$ cat config.mk
export PLATFORM = sky130hd
export DESIGN_NAME = manual_step_seq
export DESIGN_NICKNAME = d
export VERILOG_FILES = /design/src/rtl/mstep_pkg.sv /design/src/rtl/mstep_sync.sv /design/src/rtl/mstep_capture.sv /design/src/rtl/mstep_gate.sv /design/src/rtl/manual_step_seq.sv
export SDC_FILE = /design/constraint.sdc
export NUM_CORES = 1
export LEC_CHECK = 0
export CORE_AREA = 2 2 39 41
export CTS_BUF_LIST = sky130_fd_sc_hd__clkbuf_4 sky130_fd_sc_hd__clkbuf_8
export DETAILED_ROUTE_END_ITERATION = 6
export DIE_AREA = 0 0 41 43
export PLACE_DENSITY = 0.33
export SYNTH_ARGS = -nofsm -noshare
export SYNTH_HDL_FRONTEND = slang
export SYNTH_SLANG_ARGS = --single-unit
$ cat constraint.sdc
create_clock -name clk -period 1.2 [get_ports clk]
set_input_delay 0.24 -clock clk [delete_from_list [all_inputs] [get_ports clk]]
set_output_delay 0.24 -clock clk [all_outputs]
set_load 0.1 [all_outputs]
$ cat src/rtl/mstep_pkg.sv
package mstep_pkg;
  // Condition under which the console has no authority over sequencing.
  function automatic logic free_run(input logic manual_mode, input logic console_en);
    return !manual_mode || !console_en;
  endfunction
endpackage

$ cat src/rtl/mstep_sync.sv
module mstep_sync #(
  parameter int STAGES = 2
) (
  input  logic clk,
  input  logic rst_n,
  input  logic d_async,
  output logic q_sync
);
  localparam int LAST = STAGES - 1;
  logic [LAST:0] chain_q;

  generate
    for (genvar g = 0; g < STAGES; g++) begin : g_stage
      if (g == 0) begin : g_first
        always_ff @(posedge clk or negedge rst_n)
          if (!rst_n) chain_q[0] <= 1'b0;
          else        chain_q[0] <= d_async;
      end else begin : g_next
        always_ff @(posedge clk or negedge rst_n)
          if (!rst_n) chain_q[g] <= 1'b0;
          else        chain_q[g] <= chain_q[g-1];
      end
    end
  endgenerate

  assign q_sync = chain_q[LAST];
endmodule

$ cat src/rtl/mstep_capture.sv
module mstep_capture (
  input  logic clk,
  input  logic rst_n,
  input  logic free_run,
  input  logic step_s,
  input  logic state1,
  output logic pressed_q,
  output logic released_q
);
  logic left_q;

  always_ff @(posedge clk or negedge rst_n) begin
    if (!rst_n) begin
      pressed_q  <= 1'b0;
      released_q <= 1'b0;
      left_q     <= 1'b0;
    end else if (free_run) begin
      pressed_q  <= 1'b0;
      released_q <= 1'b0;
      left_q     <= 1'b0;
    end else if (!released_q) begin
      if (state1 && step_s) pressed_q <= 1'b1;
      if (pressed_q && !step_s) begin
        released_q <= 1'b1;
        pressed_q  <= 1'b0;
      end
    end else begin
      if (!state1) left_q <= 1'b1;
      if (left_q && state1) begin
        released_q <= 1'b0;
        left_q     <= 1'b0;
      end
    end
  end

  AST_RELEASE_AFTER_PRESS: assert property (@(posedge clk) disable iff (!rst_n)
    $rose(released_q) |-> $past(pressed_q));
  AST_REARM_ON_RETURN: assert property (@(posedge clk) disable iff (!rst_n)
    (left_q && state1 && released_q) |=> !released_q);
  AST_RELEASE_NEEDS_LOW: assert property (@(posedge clk) disable iff (!rst_n)
    $rose(released_q) |-> $past(!step_s));
endmodule

$ cat src/rtl/mstep_gate.sv
module mstep_gate (
  input  logic free_run,
  input  logic released_q,
  input  logic state1,
  input  logic t2_env,
  output logic tmg_hold,
  output logic cont_en
);
  always_comb begin
    cont_en  = free_run || !state1 || released_q;
    tmg_hold = !free_run && state1 && t2_env && !released_q;
  end
endmodule

$ cat src/rtl/manual_step_seq.sv
module manual_step_seq #(
  parameter int SYNC_STAGES = 2
) (
  input  logic clk,
  input  logic rst_n,
  input  logic manual_mode,
  input  logic console_en,
  input  logic step_raw,
  input  logic state1,
  input  logic t2_env,
  output logic tmg_hold,
  output logic cont_en
);
  import mstep_pkg::*;

  logic step_s, pressed_q, released_q, free_r;

  assign free_r = free_run(manual_mode, console_en);

  mstep_sync #(.STAGES(SYNC_STAGES)) u_sync (
    .clk(clk), .rst_n(rst_n), .d_async(step_raw), .q_sync(step_s));

  mstep_capture u_cap (
    .clk(clk), .rst_n(rst_n), .free_run(free_r), .step_s(step_s),
    .state1(state1), .pressed_q(pressed_q), .released_q(released_q));

  mstep_gate u_gate (
    .free_run(free_r), .released_q(released_q), .state1(state1),
    .t2_env(t2_env), .tmg_hold(tmg_hold), .cont_en(cont_en));

  AST_HOLD_EXCLUSIVE: assert property (@(posedge clk) disable iff (!rst_n)
    tmg_hold |-> !cont_en);
  AST_AUTO_RUNS: assert property (@(posedge clk) disable iff (!rst_n)
    !manual_mode |-> (cont_en && !tmg_hold));
  AST_DISABLED_RUNS: assert property (@(posedge clk) disable iff (!rst_n)
    !console_en |-> (cont_en && !tmg_hold));
  AST_OUTSIDE_STATE1: assert property (@(posedge clk) disable iff (!rst_n)
    !state1 |-> cont_en);
  AST_PRESSED_NO_RUN: assert property (@(posedge clk) disable iff (!rst_n)
    (pressed_q && state1 && manual_mode && console_en) |-> !cont_en);
endmodule

Word-level counts from Yosys, hierarchy flattened

Cells that the tools add are included.

Bits of input ports: 7
Logic and storage cells: 38
Output and inout port bits: 2
Bits in registers: 5

Equal/unequal tests: 2
Reduce and logical (&&, ||, !) cells: 19
Mux-type cells: 12

Operator list:

| kind                                           | count |
|---|---|
| two-way mux 1 bit                              | 12 |
| logical AND 1 bit                              | 6 |
| logical NOT 1 bit                              | 6 |
| AND reduction 2 bit                            | 2 |
| logical OR 1 bit                               | 3 |
| != test 3 x 1 -> 1 bit (second input constant) | 1 |
| nonzero test 3 bit                             | 1 |
| != test 2 x 1 -> 1 bit (second input constant) | 1 |
| nonzero test 2 bit                             | 1 |

Logic depth before layout (Yosys ltp)

Word-level depth: 6
Depth in mapped cells: 2
Depth with buffers taken out: 2

Cells and area by module

From an unflattened synthesis, not the netlist that was laid out.

Cells, all modules: 18
Area, all modules: 217.7 µm²

Modules (own cells, without submodules):

| module          | seq. area each (µm²) | area each (µm²) | cells an instance | instances |
|---|---|---|---|---|
| mstep_capture   | 75.1                 | 142.6           | 13                | 1 |
| mstep_sync      | 50.0                 | 50.0            | 2                 | 1 |
| mstep_gate      | 0.0                  | 21.3            | 2                 | 1 |
| manual_step_seq | 0.0                  | 3.8             | 1                 | 1 |

Least setup slack after synthesis

No wires, ideal clock.

Path kind: register -> output
Start point: register u_cap.released_q
End point: output tmg_hold
Buffers on the path: 0
Arrival time: 1.373 ns
Setup slack: -0.413 ns
Cell stages (with the launch flop): 3
Data required time: 0.960 ns
Cell sequence: dfrtp_1 -> nor2b_2 -> and4_1

Word-level cells in the longest chain between the ends: 2

Ends and longest elaborated chain:

| item                     | RTL line              | RTL |
|---|---|---|
| start: declaration       | mstep_capture.sv:8    | `output logic released_q` |
| start signal: assignment | mstep_capture.sv:15   | `released_q <= 1'b0;` |
| start signal: assignment | mstep_capture.sv:19   | `released_q <= 1'b0;` |
| start signal: assignment | mstep_capture.sv:24   | `released_q <= 1'b1;` |
| logical NOT 1 bit        | mstep_gate.sv:11      | `tmg_hold = !free_run && state1 && t2_env && !released_q;` |
| logical AND 1 bit        | mstep_gate.sv:11      |  |
| end: declaration         | manual_step_seq.sv:11 | `output logic tmg_hold,` |

Every way passes these cells.

Final worst setup path

Same ends and word-level chain as after synthesis.

==> Implementation_results.wiki <==
{| class="wikitable"
! Metric !! Value
|-
| Run status || finished with violations
|-
| Failing checks || setup timing
|-
| Total power density per cell area || between 1000 and 1500 mW/mm²
|-
| Cells after DPL || 48
|-
| DRC errors left || 0
|-
| Final HPWL from detailed placement || around 370 µm
|-
| Total Neg Setup Slack || -0.372 ns
|-
| Worst slew margin relative to its limit || a little under nine tenths
|-
| Top-level port count || 9
|-
| Setup slack after layout || -0.196 ns
|-
| Leakage power || 0.000212 µW
|-
| H-tree levels || 1
|-
| Count of unique library cells instantiated by Yosys || 11
|-
| Sinks on the clock net || 5
|-
| Sequential element share of the synthesized area || about three fifths
|-
| Area growth, synth to finish || 110%
|-
| Cell count after synthesis || 17
|-
| Global route overflow || 0
|-
| Standard cell core area || ~0.0014 mm²
|-
| Worst-case clock buffer depth || 2
|-
| Clock-pin slew on the worst setup and hold paths || 0.04 ns
|-
| Count of antenna-violating nets left after detailed routing || 0
|-
| Ranking of synthesized cells by area || dfrtp_1, nand2b_1, o2111a_1
|-
| Maximum number of pins on one net before global-route repair || 6
|-
| Number of buffers inserted for hold repair after clock tree synthesis || 0
|-
| Final count of hold timing violations || 0
|-
| Initial antenna violation count || 0
|-
| Slew Limit Fails || 0
|-
| Routed Wire Length || 456 µm
|-
| Ratio of cells with drive above 1 in the final layout || 47.4%
|-
| Initial detailed-routing violation count || 1
|-
| Worst setup slack for register-to-register paths || 0.22 ns
|-
| Data required time at the worst endpoint || ~0.96 ns
|-
| Yosys top cell area share || approximately three fifths
|-
| Final setup violation count || 2
|-
| Startpoint type of the worst setup path || flip-flop
|-
| Type of the setup path with the least slack || flip-flop to primary output
|-
| Post-detailed-route via-to-cell ratio || 3.74
|-
| Clock latency reported for the late side of the worst-skew pair || between 0.2 and 0.25 ns
|-
| Final net count || 46
|-
| Min cycle time layout || 1.40 ns
|-
| Total inserted antenna cells || 0
|-
| Number of fill cells || between 100 and 150
|-
| First-pass GRT wire length || between 800 and 900 µm
|-
| Post-synthesis sequential element count || 5
|-
| Clock tree from TritonCTS || yes
|-
| WL per Instance || 8.44 µm
|-
| Worst Setup End Kind || primary output
|-
| HP Class || input port to asynchronous set/reset pin
|-
| Cell Area, Synth || approximately 210 µm²
|-
| Final critical-path share of the clock period || 116%
|-
| Initial cell density of the core || between 10% and 20%
|-
| Highest ir drop seen on vdd || around 0.63 mV
|-
| RD Place Congestion || a little over 0.6
|-
| Number of violations of the max-capacitance limit || 0
|-
| Clock Tree Root || clkbuf_4
|-
| Yosys warning count || 0
|-
| DRT Pass-1 Iters || 2
|-
| Overall fraction of global-route tracks in use || 7.47%
|-
| Height of the die || around 43 µm
|-
| Die Outline Area || ~0.0018 mm²
|-
| CP arrival || about 1.2 ns
|-
| Via count of the first global-routing pass || 230
|-
| Setup repair after global routing missed its margin || yes
|-
| Count of placed standard cells in the final layout, fillers left out || 54
|-
| DIE WIDTH || between 40 and 50 µm
|-
| Total vias in the final route || 202
|-
| Worst-path maximum fanout || 3
|-
| Clock Skews || 0.00144 ns
|-
| Slew of the pin with the lowest slew margin || around 0.22 ns
|-
| Area leader, netlist || dfrtp_1
|-
| Floorplan row count || 14
|-
| Syn_area_per_cell || 12.3 µm²
|-
| Max frequency || 0.717 GHz
|-
| Syn nets || 24
|-
| Input/output buffers || 8
|-
| Number of buffers added by the clock tree synthesis step || 3
|}
## timing repair
action	in CTS	in global routing
buffers inserted	2	0
resized for setup	2	0
pin swaps	1	0
setup endpoints to repair	2	2
## flip-flops by register name, summed over array words and instances, names as in the netlist
name              count
u_cap.released_q      1
u_sync.q_sync         1
u_cap.pressed_q       1
u_sync.chain_q        1
u_cap.left_q          1
## worst paths after layout
kind	from	end	cells after the start
setup / recovery	u_cap.released_q	tmg_hold	3
hold reg to reg	u_sync.chain_q[0]	u_sync.q_sync	0
min in group clk	u_sync.chain_q[0]	u_sync.q_sync	0
hold / removal	rst_n	u_cap.left_q	1
setup reg to reg	u_cap.released_q	u_cap.pressed_q	3
max in group asynchronous	rst_n	u_sync.q_sync	1
## cells in the final DEF, fill, tap and decap left out, drive strengths merged
master	n
a21oi	1
nand3	2
buf	11
o211a	1
o2111a	1
dlygate4sd2	1
nand2	1
and4	1
dfrtp	5
nor2b	2
o21a	1
clkdlybuf4s50	5
nand2b	2
clkbuf	4
## routing by layer
metal | routed length [µm] | share of wire (%) | up-vias | GRT usage, %
li1 | - | - | 105 | -
met1 | 187 | 41 | 88 | 7.84
met2 | 221 | 48 | 7 | 10.0
met3 | 38 | 8.3 | 2 | 1.57
met4 | 8 | 1.8 | 0 | 10.0
met5 | 0 | 0 | - | 0
## area by class of cell
class	instances	area (µm²)	area share, %
tap	16	20.0	4.57
sequential	5	125	28.6
timing repair buffer	17	166	38.0
multi-input combinational	12	96.3	22.0
clock buffer	4	30.0	6.86
## critical path, stage by stage, from the launching register on
cell and delay (ns):
dfrtp_1 0.40, nor2b_4 0.13, and4_4 0.22, buf_12 0.17
## report_power, final
group,internal (µW),total [µW],switching [µW]
combinational,48.9,85.1,36.2
sequential,174,176,1.99
clock,148,207,59.4
## metrics by stage
step	hold WS, ns	cell area (µm²)	worst slack (ns)	util (%)	total power (µW)
2_1_floorplan	-0.0556	216	-0.0749	-	204
3_3_place_gp	0.339	389	-0.394	28.1	258
3_5_place_dp	0.347	389	-0.394	28.1	259
4_1_cts	0.221	438	-0.217	31.6	481
5_1_grt	0.231	438	-0.250	31.6	502
6_report	0.221	438	-0.196	31.6	468
## kinds of logic after synthesis
family             share of synthesized area [%]
and+or+nand+nor                             24.0
DFF                                         59.9
AOI/OAI and AO/OA                           16.2
## synth_stat cells
| cell | n |
|---|---|
| nor2b_2 | 1 |
| a21oi_1 | 1 |
| nor2b_1 | 1 |
| o21a_1 | 1 |
| nand2_1 | 1 |
| nand2b_1 | 2 |
| nand3_1 | 2 |
| and4_1 | 1 |
| dfrtp_1 | 5 |
| o2111a_1 | 1 |
| o211a_1 | 1 |
No activity file was read; power rests on OpenSTA's default activity.
